$ cat src/rtl/rxdet_pkg.sv
package rxdet_pkg;

    typedef enum logic [1:0] {
        ST_IDLE = 2'd0,
        ST_PRE  = 2'd1,
        ST_MEAS = 2'd2
    } det_state_e;

    typedef enum logic {
        FMT_PCIE = 1'b0,
        FMT_SATA = 1'b1
    } stat_fmt_e;

    localparam logic [2:0] CODE_OK      = 3'b000;
    localparam logic [2:0] CODE_ABSENT  = 3'b000;
    localparam logic [2:0] CODE_PRESENT = 3'b011;
    localparam logic [2:0] CODE_DEC     = 3'b100;
    localparam logic [2:0] CODE_OVF     = 3'b101;
    localparam logic [2:0] CODE_UNF     = 3'b110;
    localparam logic [2:0] CODE_DISP    = 3'b111;

    typedef struct packed {
        logic disp;
        logic ovf;
        logic unf;
        logic dec;
    } rx_err_t;

    // bit 2 reset/init, bit 1 wake, bit 0 oob transmit done
    typedef struct packed {
        logic reset_in;
        logic wake_in;
        logic oob_done;
    } sata_ev_t;

    function automatic logic [2:0] err_encode(input rx_err_t e);
        logic [2:0] c;
        if (e.disp)      c = CODE_DISP;
        else if (e.ovf)  c = CODE_OVF;
        else if (e.unf)  c = CODE_UNF;
        else if (e.dec)  c = CODE_DEC;
        else             c = CODE_OK;
        return c;
    endfunction

endpackage

$ cat src/rtl/rxdet_seq.sv
module rxdet_seq
    import rxdet_pkg::*;
#(
    parameter int THRESH  = 16,
    parameter int TIMEOUT = 1024,
    parameter int PRE_CYC = 4
) (
    input  logic clk,
    input  logic rst,
    input  logic det_req,
    input  logic line_sense,
    output logic busy,
    output logic drive_active,
    output logic drive_level,
    output logic det_done,
    output logic det_present
);
    localparam int CW = (TIMEOUT > 2) ? $clog2(TIMEOUT) : 1;
    localparam int PW = (PRE_CYC > 2) ? $clog2(PRE_CYC) : 1;
    localparam logic [CW-1:0] CNT_LAST = CW'(TIMEOUT - 1);
    localparam logic [CW-1:0] CNT_TH   = CW'(THRESH);
    localparam logic [PW-1:0] PRE_LAST = PW'(PRE_CYC - 1);

    det_state_e    state;
    logic [CW-1:0] cnt;
    logic [PW-1:0] pcnt;
    logic          sense_q;
    logic          done_q;
    logic          present_q;
    logic          edge_seen;

    assign edge_seen = (line_sense != sense_q);

    always_ff @(posedge clk) begin
        if (rst) begin
            state     <= ST_IDLE;
            cnt       <= '0;
            pcnt      <= '0;
            sense_q   <= 1'b0;
            done_q    <= 1'b0;
            present_q <= 1'b0;
        end else begin
            sense_q <= line_sense;
            done_q  <= 1'b0;
            case (state)
                ST_IDLE: begin
                    if (det_req) begin
                        state <= ST_PRE;
                        pcnt  <= '0;
                    end
                end
                ST_PRE: begin
                    if (pcnt == PRE_LAST) begin
                        state <= ST_MEAS;
                        cnt   <= '0;
                    end else begin
                        pcnt <= pcnt + 1'b1;
                    end
                end
                ST_MEAS: begin
                    if (edge_seen) begin
                        done_q    <= 1'b1;
                        present_q <= (cnt >= CNT_TH);
                        state     <= ST_IDLE;
                    end else if (cnt == CNT_LAST) begin
                        done_q    <= 1'b1;
                        present_q <= 1'b1;
                        state     <= ST_IDLE;
                    end else begin
                        cnt <= cnt + 1'b1;
                    end
                end
                default: state <= ST_IDLE;
            endcase
        end
    end

    assign busy         = (state != ST_IDLE);
    assign drive_active = busy;
    assign drive_level  = (state == ST_MEAS);
    assign det_done     = done_q;
    assign det_present  = present_q;

    assert_start_by_req_R2: assert property (@(posedge clk) disable iff (rst)
        (busy && !$past(busy)) |-> $past(det_req));

    assert_strobe_single_R6: assert property (@(posedge clk) disable iff (rst)
        done_q |=> !done_q);

    assert_idle_at_strobe_R5: assert property (@(posedge clk) disable iff (rst)
        done_q |-> !busy);

    assert_meas_after_pre_R2: assert property (@(posedge clk) disable iff (rst)
        (state == ST_MEAS && $past(state) != ST_MEAS) |-> $past(state) == ST_PRE);

endmodule

$ cat src/rtl/rxdet_stat.sv
module rxdet_stat
    import rxdet_pkg::*;
(
    input  logic      clk,
    input  logic      rst,
    input  stat_fmt_e fmt,
    input  rx_err_t   err,
    input  sata_ev_t  sev,
    input  logic      sata_clr,
    input  logic      det_done,
    input  logic      det_present,
    input  logic      pwr_done,
    output logic      phy_done,
    output logic [2:0] rx_code
);
    logic [2:0] err_code_q;
    logic [2:0] sata_q;
    logic [2:0] ev_bits;
    logic       pwr_q;

    assign ev_bits = sev;

    always_ff @(posedge clk) begin
        if (rst) begin
            err_code_q <= CODE_OK;
            pwr_q      <= 1'b0;
        end else begin
            err_code_q <= err_encode(err);
            pwr_q      <= pwr_done;
        end
    end

    for (genvar i = 0; i < 3; i++) begin : g_sticky
        always_ff @(posedge clk) begin
            if (rst || sata_clr) sata_q[i] <= 1'b0;
            else if (ev_bits[i]) sata_q[i] <= 1'b1;
        end
    end

    always_comb begin
        if (fmt == FMT_PCIE) begin
            if (det_done) rx_code = det_present ? CODE_PRESENT : CODE_ABSENT;
            else          rx_code = err_code_q;
        end else begin
            rx_code = sata_q;
        end
    end

    assign phy_done = det_done | pwr_q;

    assert_code_legal_R7: assert property (@(posedge clk) disable iff (rst)
        (fmt == FMT_PCIE) |-> (rx_code != 3'b001 && rx_code != 3'b010));

    assert_sticky_hold_R9: assert property (@(posedge clk) disable iff (rst)
        !sata_clr |=> ((sata_q & $past(sata_q)) == $past(sata_q)));

    assert_clear_wins_R9: assert property (@(posedge clk) disable iff (rst)
        sata_clr |=> (sata_q == 3'b000));

    assert_pwr_strobe_R11: assert property (@(posedge clk) disable iff (rst)
        pwr_done |=> phy_done);

endmodule

$ cat src/rtl/rxdet_top.sv
module rxdet_top
    import rxdet_pkg::*;
#(
    parameter int THRESH  = 16,
    parameter int TIMEOUT = 1024,
    parameter int PRE_CYC = 4
) (
    input  logic       clk,
    input  logic       rst,
    input  logic       mode_sata,
    input  logic       det_req,
    input  logic       line_sense,
    input  logic       pwr_done,
    input  logic       err_dec,
    input  logic       err_ovf,
    input  logic       err_unf,
    input  logic       err_disp,
    input  logic       sata_oob_done,
    input  logic       sata_wake,
    input  logic       sata_reset,
    input  logic       sata_clr,
    output logic       tx_det_active,
    output logic       tx_det_level,
    output logic       det_busy,
    output logic       phy_done,
    output logic [2:0] rx_code
);
    stat_fmt_e mode_q;
    logic      busy;
    logic      det_done;
    logic      det_present;
    rx_err_t   err;
    sata_ev_t  sev;

    assign err = '{disp: err_disp, ovf: err_ovf, unf: err_unf, dec: err_dec};
    assign sev = '{reset_in: sata_reset, wake_in: sata_wake, oob_done: sata_oob_done};

    always_ff @(posedge clk) begin
        if (rst)       mode_q <= FMT_PCIE;
        else if (!busy) mode_q <= stat_fmt_e'(mode_sata);
    end

    rxdet_seq #(
        .THRESH (THRESH),
        .TIMEOUT(TIMEOUT),
        .PRE_CYC(PRE_CYC)
    ) u_seq (
        .clk         (clk),
        .rst         (rst),
        .det_req     (det_req),
        .line_sense  (line_sense),
        .busy        (busy),
        .drive_active(tx_det_active),
        .drive_level (tx_det_level),
        .det_done    (det_done),
        .det_present (det_present)
    );

    rxdet_stat u_stat (
        .clk        (clk),
        .rst        (rst),
        .fmt        (mode_q),
        .err        (err),
        .sev        (sev),
        .sata_clr   (sata_clr),
        .det_done   (det_done),
        .det_present(det_present),
        .pwr_done   (pwr_done),
        .phy_done   (phy_done),
        .rx_code    (rx_code)
    );

    assign det_busy = busy;

    assert_mode_hold_R10: assert property (@(posedge clk) disable iff (rst)
        $past(busy) |-> $stable(mode_q));

endmodule

$ cat config.mk
export PLATFORM = sky130hd
export DESIGN_NAME = rxdet_top
export DESIGN_NICKNAME = d
export VERILOG_FILES = /design/src/rtl/rxdet_pkg.sv /design/src/rtl/rxdet_seq.sv /design/src/rtl/rxdet_stat.sv /design/src/rtl/rxdet_top.sv
export SDC_FILE = /design/constraint.sdc
export NUM_CORES = 1
export LEC_CHECK = 0
export ABC_AREA = 1
export BUFFER_PORTS_ARGS = -buffer_cell sky130_fd_sc_hd__buf_2
export CORE_ASPECT_RATIO = 0.75
export CORE_UTILIZATION = 62
export CTS_BUF_LIST = sky130_fd_sc_hd__clkbuf_4
export DETAILED_ROUTE_END_ITERATION = 10
export PLACE_DENSITY = 0.93
export SYNTH_ARGS = -nofsm -noshare
export SYNTH_HDL_FRONTEND = slang
export SYNTH_SLANG_ARGS = --single-unit
$ cat constraint.sdc
create_clock -name clk -period 2.5 [get_ports clk]
set_input_delay 0.5 -clock clk [delete_from_list [all_inputs] [get_ports clk]]
set_output_delay 0.5 -clock clk [all_outputs]
set_load 0.02 [all_outputs]
# Word-level counts from Yosys, hierarchy flattened
# Cells that the tools add are included.
# totals
register_bits	25
inputBits	14
output_inout_bits	7
wordCells	62
# classes
n_addsub	2
order_cmp	1
eq_ne	11
mux	23
bitwise_logic	2
n_reduce_logical	11
# op_table
cell	count
10-bit two-way mux	3
10-bit case mux with 2 select lines	1
3-bit two-way mux	6
2-bit two-way mux	7
10-bit by 1-bit adder with 10-bit output (second input constant)	1
10-bit == test (second input constant)	1
10-bit by 5-bit greater-or-equal comparator with 1-bit output (second input constant)	1
2-bit != test (second input constant)	4
2-bit nonzero test	4
2-bit case mux with 3 select lines	1
3-bit AND reduction	2
2-bit == test (second input constant)	2
1-bit two-way mux	4
2-bit case mux with 2 select lines	1
4-bit AND reduction	1
3-bit by 1-bit != test with 1-bit output (second input constant)	1
2-bit by 1-bit adder with 2-bit output (second input constant)	1
2-bit by 1-bit == test with 1-bit output (second input constant)	1
2-bit logical NOT	1
2-bit by 1-bit != test with 1-bit output (second input constant)	1
2-bit AND reduction	1
2-bit OR reduction	1
1-bit logical OR	1
1-bit != test	1
2 further kinds	2

# Depth between registers and ports, before layout
# Gate-level depths: netlist of the first run.
# logic_depth
word_depth	4
mapped_depth	10
ltp_nobuf	9

# Hierarchy
# A second synthesis of the first run with hierarchy kept.
# unflattened
cells_unflattened	195
hier_area_um2	1290.0
# modules_own_cells
module	instances	cells_per_inst	area_per_inst_um2	seq_area_each_um2
rxdet_seq	1	151	970.9	340.3
rxdet_stat	1	37	274.0	140.1
rxdet_top	1	7	45.0	20.0

# Least setup slack after synthesis of the first run
# No wires, ideal clock.
# synth_timing
kind	register to register
start	register u_seq.cnt[1]
end	register u_seq.cnt[8]
setup_time_ps	132
arrival_ps	1279
required_ps	2368
slack_ps	1089
stages_incl_launch_ff	10
cell_sequence	dfxtp_1 -> ha_1 -> nand2_4 -> nor2_8 -> nand3_4 -> nand3_4 -> nand2_4 -> buf_6 -> nand2_1 -> a21oi_1
# synth_via
elab_chain_cells	4
word_cells_on_any_way	7
classes_between	add/sub: 1; eq/ne: 2; mux: 3; reduce/logical: 1
# synth_lines
item	line_no	rtl
start, declared	rxdet_seq.sv:25	logic [CW-1:0] cnt;
start signal, assigned	rxdet_seq.sv:70	cnt <= cnt + 1'b1;
10-bit by 1-bit adder with 10-bit output	rxdet_seq.sv:70	
10-bit two-way mux	rxdet_seq.sv:65	end else if (cnt == CNT_LAST) begin
10-bit two-way mux	rxdet_seq.sv:61	if (edge_seen) begin
10-bit case mux with 2 select lines	rxdet_seq.sv:45	case (state)
# Parallel ways exist; a longest one is shown, timed or not. The select of a mux whose other input is x is not followed.
# A chain may end at the register's enable or synchronous reset.

# Final worst setup path of the first run
# layout_timing
start	register mode_q
end	output port rx_code[1]
# layout_via
elab_chain_cells	1
# layout_lines
item	line_no	rtl
start, declared	rxdet_top.sv:28	stat_fmt_e mode_q;
start signal, assigned	rxdet_top.sv:40	else if (!busy) mode_q <= stat_fmt_e'(mode_sata);
3-bit two-way mux	rxdet_stat.sv:41	if (fmt == FMT_PCIE) begin
end, declared	rxdet_top.sv:26	output logic [2:0] rx_code
# No other way between the ends.

==> out/metrics.csv, run 1 <==
stage;metric;value;unit
final_layout;area_growth;10.3;%
clock_tree;clock_sinks;25;
grt;grtUsageTotal;25.2;%
clock_tree;clockRootBuffer;clkbuf_4;
hold_path;hold_class;in2reg;
grt;grt_pass1_wl;4.15;mm
hold_path;min_to;u_stat.pwr_q$_SDFF_PP0_;
floorplanning;core_area;2000;sq um
logic_synthesis;synth_edf_count;0;
clock_tree;ctsLongestPathBuffers;2;
placed_design;port_buffers;20;
floorplanning;dieArea;2310;sq um
logic_synthesis;syn_area;1310;sq um
logic_synthesis;synth_area_leaders;dfxtp_1 38%, nand2_1 12%, nor2_1 8.9%, nand3_1 6.5%, inv_1 6.0%;
floorplanning;placementRows;14;
logic_synthesis;seq_area_frac_synth;38.1;%
job;maxCapViolations;0;
clock_tree;hold_buffers;0;
logic_synthesis;synth_nets;201;
floorplanning;ios;21;
worst_setup_path;ff2ff_setup_slack;0.88;ns
logic_synthesis;ys_ff_latch;25;
worst_setup_path;r2r_end;u_seq.cnt[9]$_SDFFE_PP0P_;
floorplanning;start_util;65.8;%
logic_synthesis;yosys.cell_types.count;26;
grt;grt_max_degree;17;
timing;fmax;573;MHz
worst_setup_path;criticalPathCategory;reg2out;
logic_synthesis;synth.most_common_cell;nand2_1;
logic_synthesis;netlist_instances;184;
timing;tns;0;ns
power;p_leak;0.674;nW
timing;timing.final.ws_setup;0.755;ns
worst_setup_path;crit_fanout;5;
logic_synthesis;async_flop_share;0;%
worst_setup_path;reg2reg_from;u_seq.cnt[1]$_SDFFE_PP0P_;
route;routed_wl;2.61;mm
worst_setup_path;cp-end-kind;output port;
final_layout;fin_area;1450;sq um
logic_synthesis;synth_warnings;0;
power;power.density;464;nW/um^2
worst_setup_path;setup.worst_path.start_class;flop;
clock_tree;cts-resized-gates;0;
run_status;status;finished clean;
timing;finClkSkew;0.0108;ns
placed_design;place_congestion;0.853;
clock_tree;cts_buffers;3;
route;viasPerCell;5.21;
placed_design;hpwlAfterDp;1.99;mm
worst_setup_path;r2r_cells;9;
logic_synthesis;synth_top_area_cell;dfxtp_1;
logic_synthesis;synth_top_area_share;38.1;%
hold_path;hp-start;pwr_done;
timing;max-slew-margin-rel;77.1;%
worst_setup_path;arrival;1.25;ns
clock_tree;clock_latency;0.32;ns
timing;worst_slew_pin_slew;0.341;ns
logic_synthesis;syn-mean-instance-area;7.14;sq um
timing;period_share;69.8;%
timing;slew_violations;0;
grt;antenna_found_initial;0;
route;drc_errors;0;
timing;grt_setup_unrepaired;no;
grt;grt_pass1_vias;963;
timing;setup_viol;0;
route;via_count;1193;
power;ir_drop;0.000359;V
final_layout;drive_gt1_share;19.0;%
placed_design;post-place-ws;0.911;ns
final_layout;nets;223;
hold_path;holdPathStages;3;
grt;overflow;0;
timing;final-hold-violation-count;0;
worst_setup_path;cp.required;2.00;ns
route;firstDrtPassIters;4;
clock_tree;post_cts.repair.setup_buffers;0;
clock_tree;htree_levels;1;
floorplanning;die_w;55.2;microns
timing;period_needed;1.75;ns
clock_tree;cts_tree;done;
floorplanning;fp.dieH;41.9;microns
route;dr.first_iter.drc_count;51;
route;postRouteAntennaNets;0;
clock_tree;cts.clk_slew.worst_paths;0.14;ns
final_layout;n_antenna_cell;0;
logic_synthesis;synth_common_cells;41 x nand2_1, 31 x nor2_1, 25 x dfxtp_1;
placed_design;placedInstanceArea;1420;sq um
route;routedWlPerCell;11.4;microns
logic_synthesis;yosys_most_used_dff;dfxtp_1;
==> routing by layer <==
layer	vias up	routed length, microns	track usage [%]
li1	627	-	-
met2	24	1210	39.0
met3	2	122	7.69
met1	540	1260	34.7
met4	0	13	4.50
met5	-	0	0
==> placed cells by master, fill, tap and decap left out, types with 3 or more instances in the layout <==
| cell | instances |
|---|---|
| nand2_1 | 41 |
| buf_2 | 20 |
| a21oi_1 | 13 |
| o21ai_0 | 6 |
| ha_1 | 3 |
| inv_1 | 21 |
| nand2_4 | 3 |
| dfxtp_1 | 25 |
| nor2_1 | 31 |
| nand3_1 | 17 |
| clkbuf_4 | 3 |
==> how the worst max path moves through the flow <==
stage / start / end / slack (ns) / depth (start not counted)
detailed placement: line_sense / u_seq.cnt[6]$_SDFFE_PP0P_ / 0.91 / 7
finish: mode_q$_SDFFE_PP0P_ / rx_code[1] / 0.75 / 4
CTS: mode_q$_SDFFE_PP0P_ / rx_code[1] / 0.76 / 4
global route: mode_q$_SDFFE_PP0P_ / rx_code[1] / 0.70 / 4
global placement: line_sense / u_seq.cnt[6]$_SDFFE_PP0P_ / 0.94 / 7
floorplan: u_seq.cnt[1]$_SDFFE_PP0P_ / u_seq.cnt[8]$_SDFFE_PP0P_ / 1.09 / 9
==> final cells by class <==
class | count | area (sq um)
multi-input cells | 135 | 712
fillers | 155 | 548
flip-flops and latches | 25 | 500
repair buffers | 20 | 100
inverters | 21 | 78.8
well taps | 24 | 30.0
clock buffers | 3 | 22.5
clock inverters | 1 | 5.00
==> registers in the layout, indices dropped and copies added, names as in the netlist <==
| register | cells |
|---|---|
| u_seq.sense_q | 1 |
| u_seq.pcnt | 2 |
| u_seq.cnt | 10 |
| u_stat.err_code_q | 3 |
| u_stat.sata_q | 3 |
| u_stat.pwr_q | 1 |
| u_seq.state | 2 |
| u_seq.det_done | 1 |
| u_seq.det_present | 1 |
| mode_q | 1 |
==> cell families after synthesis <==
group / Yosys count / synth area share, %
simple gates: 109 / 41.7
flops: 25 / 38.1
buf+inv: 24 / 7.71
compound gates: 22 / 8.95
fa+ha+maj: 3 / 2.86
xor+xnor: 1 / 0.667
==> power by group <==
part / total (mW) / switching, mW / internal, mW
Sequential: 0.419 / 0.00884 / 0.411
Combinational: 0.0710 / 0.0434 / 0.0276
Clock: 0.182 / 0.122 / 0.0600
Total: 0.673 / 0.175 / 0.498
==> worst max-delay path, cell delays in order (launching register included) <==
cell     delay (ns)
dfxtp_1        0.42
nor2_1         0.10
a22oi_1        0.15
nand2_1        0.08
buf_2          0.16
==> per-stage QoR <==
step	power [mW]	hold WS, ns	cells	utilization [%]
CTS	0.676	0.364	229	72.6
detailed placement	0.499	0.463	225	71.2
finish	0.673	0.369	229	72.6
floorplan	0.473	0.432	184	-
global placement	0.495	0.454	225	71.2
global route	0.702	0.347	229	72.6
No activity file was read; power rests on OpenSTA's default activity.
==> run 2, diff against run 1 <==
--- a/config.mk
+++ b/config.mk
@@ -8,10 +8,10 @@
 export ABC_AREA = 1
 export BUFFER_PORTS_ARGS = -buffer_cell sky130_fd_sc_hd__buf_2
 export CORE_ASPECT_RATIO = 0.75
-export CORE_UTILIZATION = 62
+export CORE_UTILIZATION = 58
 export CTS_BUF_LIST = sky130_fd_sc_hd__clkbuf_4
 export DETAILED_ROUTE_END_ITERATION = 10
-export PLACE_DENSITY = 0.93
+export PLACE_DENSITY = 0.88
 export SYNTH_ARGS = -nofsm -noshare
 export SYNTH_HDL_FRONTEND = slang
 export SYNTH_SLANG_ARGS = --single-unit
==> constraint.sdc (replaced) <==
create_clock -name clk -period 1.7 [get_ports clk]
set_input_delay 0.34 -clock clk [delete_from_list [all_inputs] [get_ports clk]]
set_output_delay 0.34 -clock clk [all_outputs]
set_load 0.02 [all_outputs]
==> run 2 against run 1 <==
Clock skew increased by 0.0063 ns; critical path depth increased by 5; combinational power increased by 48%; wire length increased by 6.9%; count of clock-buffer cells in the layout increased by 1; clock power increased by 51%; sequential power increased by 47%; global-route usage increased by 1.4 points; cell count unchanged; critical path type is now reg2reg; critical endpoint is now u_seq.cnt[0]$_SDFFE_PP0P_.
==> out/metrics.csv, run 2 (same netlist as run 1, synthesis figures left out) <==
stage;metric;value;unit;change
job;maxCapViolations;0;;unchanged
worst_setup_path;crit_end;u_seq.cnt[0]$_SDFFE_PP0P_;;was rx_code[1]
clock_tree;cts-resized-gates;0;;unchanged
placed_design;hpwlAfterDp;2.18;mm;was 1.99 mm
route;dr.first_iter.drc_count;70;;was 51
route;routedWlPerCell;12.2;microns;was 11.4 microns
clock_tree;htree_levels;1;;unchanged
final_layout;area_growth;10.5;%;was 10.3%
final_layout;nets;223;;unchanged
route;drc_errors;0;;unchanged
grt;grt_max_degree;17;;unchanged
final_layout;multiInputGateArea;712;sq um;unchanged
hold_path;hold_class;in2reg;;unchanged
timing;slew_violations;0;;unchanged
grt;overflow;0;;unchanged
final_layout;final_cell_mix;41 x nand2_1, 31 x nor2_1, 25 x dfxtp_1;;unchanged
final_layout;n_fill_cell;179;;was 155
clock_tree;clock_sinks;25;;unchanged
final_layout;largest_register_ffs;10;;unchanged
timing;max-slew-margin-rel;73.2;%;was 77.1%
floorplanning;dieArea;2460;sq um;was 2310 sq um
clock_tree;ctsLongestPathBuffers;2;;unchanged
route;routed_wl;2.79;mm;was 2.61 mm
worst_setup_path;r2r_cells;9;;unchanged
clock_tree;cts.clk_slew.worst_paths;0.14;ns;about the same
placed_design;placedInstanceArea;1420;sq um;unchanged
placed_design;port_buffers;20;;unchanged
worst_setup_path;crit_fanout;11;;was 5
route;via_count;1235;;was 1193
clock_tree;post_cts.repair.setup_buffers;0;;unchanged
final_layout;drive_gt1_share;19.0;%;unchanged
grt;grtUsageTotal;26.6;%;was 25.2%
final_layout;fin_area;1450;sq um;about the same
run_status;status;finished clean;;unchanged
final_layout;final-seq-area;500;sq um;unchanged
worst_setup_path;ff2ff_setup_slack;0.13;ns;was 0.88 ns
worst_setup_path;arrival;1.82;ns;was 1.25 ns
worst_setup_path;r2r_end;u_seq.cnt[0]$_SDFFE_PP0P_;;was u_seq.cnt[9]$_SDFFE_PP0P_
grt;antenna_found_initial;0;;unchanged
route;postRouteAntennaNets;0;;unchanged
clock_tree;cts_buffers;3;;unchanged
floorplanning;die_w;57.0;microns;was 55.2 microns
timing;grt_setup_unrepaired;no;;unchanged
floorplanning;core_area;2070;sq um;was 2000 sq um
worst_setup_path;cpPeakStageDelay;0.42;ns;about the same
final_layout;final_common_cell;nand2_1;;unchanged
power;power.density;687;nW/um^2;was 464 nW/um^2
timing;setup_viol;0;;unchanged
clock_tree;clock_latency;0.32;ns;about the same
timing;period_share;92.2;%;
worst_setup_path;crit_start;u_seq.cnt[1]$_SDFFE_PP0P_;;was mode_q$_SDFFE_PP0P_
power;ir_drop;0.000659;V;was 0.000359 V
final_layout;top_register;u_seq.cnt;;unchanged
timing;tns;0;ns;unchanged
worst_setup_path;setup.worst_path.start_class;flop;;unchanged
grt;grt_pass1_vias;1138;;was 963
floorplanning;fp.dieH;43.2;microns;was 41.9 microns
worst_setup_path;path_cells;ha_1 > nand2_4 > nor2_8 > nand3_4 > nand3_4 > nand2_4 > nand2_2 > nand2_1 > nor2_2;;was nor2_1 > a22oi_1 > nand2_1 > buf_2
placed_design;place_congestion;0.925;;was 0.853
timing;period_needed;1.57;ns;
timing;worst_slew_pin_slew;0.398;ns;was 0.341 ns
final_layout;reg_top3;u_seq.cnt (10), u_stat.err_code_q (3), u_stat.sata_q (3);;unchanged
grt;grt_pass1_wl;4.97;mm;was 4.15 mm
power;p_leak;0.674;nW;about the same
route;firstDrtPassIters;4;;unchanged
clock_tree;clockRootBuffer;clkbuf_4;;unchanged
worst_setup_path;cp.required;1.95;ns;was 2.00 ns
worst_setup_path;criticalPathCategory;reg2reg;;was reg2out
route;viasPerCell;5.39;;was 5.21
final_layout;n_antenna_cell;0;;unchanged
floorplanning;start_util;63.6;%;was 65.8%
clock_tree;cts_tree;done;;unchanged
timing;finClkSkew;0.0171;ns;was 0.0108 ns
worst_setup_path;cp-end-kind;flop;;was output port
worst_setup_path;reg2reg_from;u_seq.cnt[1]$_SDFFE_PP0P_;;unchanged
worst_setup_path;cpMaxStageDelayCell;dfxtp_1;;unchanged
timing;fmax;638;MHz;
power;power.total;997;uW;was 673 uW
clock_tree;hold_buffers;0;;unchanged
floorplanning;ios;21;;unchanged
timing;final-hold-violation-count;0;;unchanged
floorplanning;placementRows;14;;unchanged
run 2: cell types whose count changed in the layout (fill, tap and decap cells not counted):
cell	change
clkbuf_4	+1
clkinv_2	-1
run 2: critical path, delay by kind of cell, from the launching register on:
kind	cells	cell delay, ns
flops	1	0.42
fa+ha+maj	1	0.24
simple gates	8	0.85
run 2: final cells by class:
type / instances / area share, %
inverter: 21 / 5.43
tap: 24 / 2.07
clock buffer: 4 / 2.07
sequential: 25 / 34.5
timing repair buffer: 20 / 6.90
multi-input combinational: 135 / 49.1
run 2: metrics by stage:
step / instances / hold WS [ns] / setup WS (ns) / utilization [%]
2_1_floorplan: 184 / 0.409 / 0.289 / -
3_3_place_gp: 225 / 0.453 / 0.239 / 68.8
3_5_place_dp: 225 / 0.460 / 0.158 / 68.8
4_1_cts: 229 / 0.225 / 0.141 / 70.2
5_1_grt: 229 / 0.217 / 0.0131 / 70.2
6_report: 229 / 0.224 / 0.133 / 70.2
run 2: where the power goes:
group	internal (mW)	switching (mW)	total (mW)
combinational	0.0405	0.0646	0.105
sequential	0.604	0.0129	0.617
clock	0.108	0.167	0.275
run 2: worst min-delay path by stage:
stage / start / end / slack [ns] / depth (start not counted)
global route: pwr_done / u_stat.pwr_q$_SDFF_PP0_ / 0.22 / 3
finish: sata_wake / u_stat.sata_q[1]$_SDFFE_PP0P_ / 0.22 / 3
global placement: u_seq.pcnt[0]$_SDFFE_PP0P_ / u_seq.pcnt[0]$_SDFFE_PP0P_ / 0.45 / 1
CTS: sata_wake / u_stat.sata_q[1]$_SDFFE_PP0P_ / 0.22 / 3
detailed placement: u_seq.pcnt[0]$_SDFFE_PP0P_ / u_seq.pcnt[0]$_SDFFE_PP0P_ / 0.46 / 1
floorplan: rst / u_seq.cnt[2]$_SDFFE_PP0P_ / 0.41 / 1
run 2: metal layers:
layer  wire length, microns  global-route usage (%)
met1                   1340                    34.6
met2                   1320                    42.6
met3                    106                    7.32
met4                     26                    9.27
met5                      0                       0
==> run 3, diff against run 2 <==
--- a/config.mk
+++ b/config.mk
@@ -12,6 +12,7 @@
 export CTS_BUF_LIST = sky130_fd_sc_hd__clkbuf_4
 export DETAILED_ROUTE_END_ITERATION = 10
 export PLACE_DENSITY = 0.88
+export SETUP_SLACK_MARGIN = 0.2
 export SYNTH_ARGS = -nofsm -noshare
 export SYNTH_HDL_FRONTEND = slang
 export SYNTH_SLANG_ARGS = --single-unit
==> run 3 against run 2 <==
Worst hold slack better by 0.0019 ns; clock power about the same; critical endpoint is now rx_code[0]; flip-flop and latch count unchanged; clock skew down 0.0063 ns; first-iteration DRC count down 8.6%; via count up 2.9%; total power up 1.7%; sequential share of layout area down 1.6 points; largest cell class unchanged.
==> out/metrics.csv, run 3 (same netlist as run 1, synthesis figures left out) <==
stage;metric;value;unit;change
final_layout;multiInputGateArea;763;sq um;was 712 sq um
grt;overflow;0;;unchanged
worst_setup_path;cp-end-kind;output port;;was flop
floorplanning;ios;21;;unchanged
route;firstDrtPassIters;4;;unchanged
grt;top_usage_layer;met2;;unchanged
clock_tree;cts.clk_slew.worst_paths;0.13;ns;was 0.14 ns
grt;grtUsageTotal;27.0;%;was 26.6%
grt;grt_pass1_wl;5.02;mm;was 4.97 mm
clock_tree;cts_tree;done;;unchanged
timing;max-slew-margin-rel;76.8;%;was 73.2%
placed_design;port_buffers;20;;unchanged
timing;tns;0;ns;unchanged
route;postRouteAntennaNets;0;;unchanged
grt;grt_pass1_vias;1147;;was 1138
worst_setup_path;arrival;1.12;ns;was 1.82 ns
timing;period_share;85.7;%;was 92.2%
timing;period_needed;1.46;ns;was 1.57 ns
final_layout;fin_util;75.6;%;was 70.2%
floorplanning;start_util;63.6;%;unchanged
route;drc_errors;0;;unchanged
route;routedWlPerCell;13.2;microns;was 12.2 microns
hold_path;hold_class;in2reg;;unchanged
final_layout;drive_gt1_share;26.7;%;was 19.0%
worst_setup_path;cpPeakStageDelay;0.41;ns;was 0.42 ns
floorplanning;core_area;2070;sq um;unchanged
grt;gr-usage-met3;7.32;%;unchanged
timing;finClkSkew;0.0109;ns;was 0.0171 ns
timing;fmax;687;MHz;was 638 MHz
timing;worst_slew_pin_slew;0.347;ns;was 0.398 ns
final_layout;area_growth;19.0;%;was 10.5%
final_layout;largest_register_ffs;10;;unchanged
timing;grt_setup_unrepaired;yes;;was no
power;ir_drop;0.000648;V;was 0.000659 V
worst_setup_path;crit_fanout;5;;was 11
clock_tree;ctsLongestPathBuffers;2;;unchanged
worst_setup_path;cp.required;1.36;ns;was 1.95 ns
clock_tree;clock_latency;0.32;ns;about the same
worst_setup_path;path_buf_inv;1;;was 0
final_layout;final_cell_mix;41 x nand2_1, 30 x nor2_1, 20 x inv_1, 20 x dfxtp_1, 17 x nand3_1;;was 41 x nand2_1, 31 x nor2_1, 25 x dfxtp_1
floorplanning;placementRows;14;;unchanged
placed_design;place_congestion;0.925;;unchanged
final_layout;n_fill_cell;159;;was 179
final_layout;final-seq-area;514;sq um;was 500 sq um
final_layout;final_common_cell;nand2_1;;unchanged
power;power.density;648;nW/um^2;was 687 nW/um^2
floorplanning;dieArea;2460;sq um;unchanged
grt;gr-usage-met1;35.2;%;was 34.6%
grt;antenna_found_initial;0;;unchanged
floorplanning;die_w;57.0;microns;unchanged
route;viasPerCell;5.43;;was 5.39
clock_tree;cts_buffers;3;;unchanged
clock_tree;clock_sinks;25;;unchanged
timing;final-hold-violation-count;0;;unchanged
worst_setup_path;criticalPathCategory;reg2out;;was reg2reg
placed_design;hpwlAfterDp;2.18;mm;unchanged
worst_setup_path;path_delay_family;flip-flops;;was simple AND/OR/NAND/NOR gates
route;via_count;1271;;was 1235
timing;slew_violations;0;;unchanged
grt;grt_max_degree;17;;unchanged
clock_tree;hold_buffers;0;;unchanged
floorplanning;fp.dieH;43.2;microns;unchanged
route;routed_wl;3.08;mm;was 2.79 mm
grt;use_met2;43.1;%;was 42.6%
final_layout;nets;228;;was 223
route;dr.first_iter.drc_count;64;;was 70
final_layout;reg_top3;u_seq.cnt (10), u_stat.err_code_q (3), u_stat.sata_q (3);;unchanged
final_layout;top_register;u_seq.cnt;;unchanged
final_layout;n_antenna_cell;0;;unchanged
worst_setup_path;setup.worst_path.start_class;flop;;unchanged
worst_setup_path;path_cells;nor2_4 > a22oi_2 > nand2_1 > buf_4;;was ha_1 > nand2_4 > nor2_8 > nand3_4 > nand3_4 > nand2_4 > nand2_2 > nand2_1 > nor2_2
power;p_leak;0.708;nW;was 0.674 nW
run_status;status;finished clean;;unchanged
timing;setup_viol;0;;unchanged
clock_tree;clockRootBuffer;clkbuf_4;;unchanged
worst_setup_path;cpMaxStageDelayCell;dfxtp_4;;was dfxtp_1
power;power.total;1.01;mW;was 997 uW
clock_tree;htree_levels;1;;unchanged
job;maxCapViolations;0;;unchanged
run 3: final timing paths:
path | start | to | slack, ns | cells after the start
worst min register to register | u_seq.pcnt[0]$_SDFFE_PP0P_ | u_seq.pcnt[0]$_SDFFE_PP0P_ | 0.47 | 1
worst min-delay path | sata_wake | u_stat.sata_q[1]$_SDFFE_PP0P_ | 0.23 | 3
worst max-delay path | mode_q$_SDFFE_PP0P_ | rx_code[0] | 0.24 | 4
worst max register to register | u_seq.cnt[1]$_SDFFE_PP0P_ | u_seq.cnt[0]$_SDFFE_PP0P_ | 0.29 | 9
run 3: repair_timing:
item,4_1_cts,5_1_grt
endpoints found under the setup margin,16,18
pin swaps,1,2
gates resized for setup,5,18
setup buffers,1,3
gates cloned,0,1
run 3: metal layers:
| metal | share of wire (%) | wire length [microns] | up-vias |
|---|---|---|---|
| li1 | - | - | 639 |
| met1 | 44 | 1360 | 579 |
| met2 | 48 | 1470 | 45 |
| met3 | 6.4 | 197 | 8 |
| met4 | 1.7 | 53 | 0 |
| met5 | 0 | 0 | - |
run 3: report_power, final:
group	internal, mW	switching (mW)	total [mW]
clock	0.108	0.167	0.274
sequential	0.602	0.0159	0.618
combinational	0.0515	0.0694	0.121
total	0.761	0.252	1.01
run 3: through the flow:
step | worst slack, ns | instance area (sq um) | hold slack [ns] | cells
3_5_place_dp | 0.158 | 1420 | 0.460 | 225
3_3_place_gp | 0.239 | 1420 | 0.453 | 225
4_1_cts | 0.199 | 1470 | 0.225 | 230
2_1_floorplan | 0.289 | 1310 | 0.409 | 184
6_report | 0.243 | 1560 | 0.226 | 234
5_1_grt | 0.191 | 1560 | 0.217 | 234
run 3: worst min-delay path, delay by kind of cell:
family	cells	cell delay (ns)
AND/OR/NAND/NOR	2	0.11
buffers and inverters	1	0.07
run 3: layout make-up:
class,instances,area share [%]
sequential,25,32.9
multi-input combinational,136,48.8
inverter,21,5.04
tap,24,1.92
clock buffer,4,1.92
timing repair buffer,24,9.37
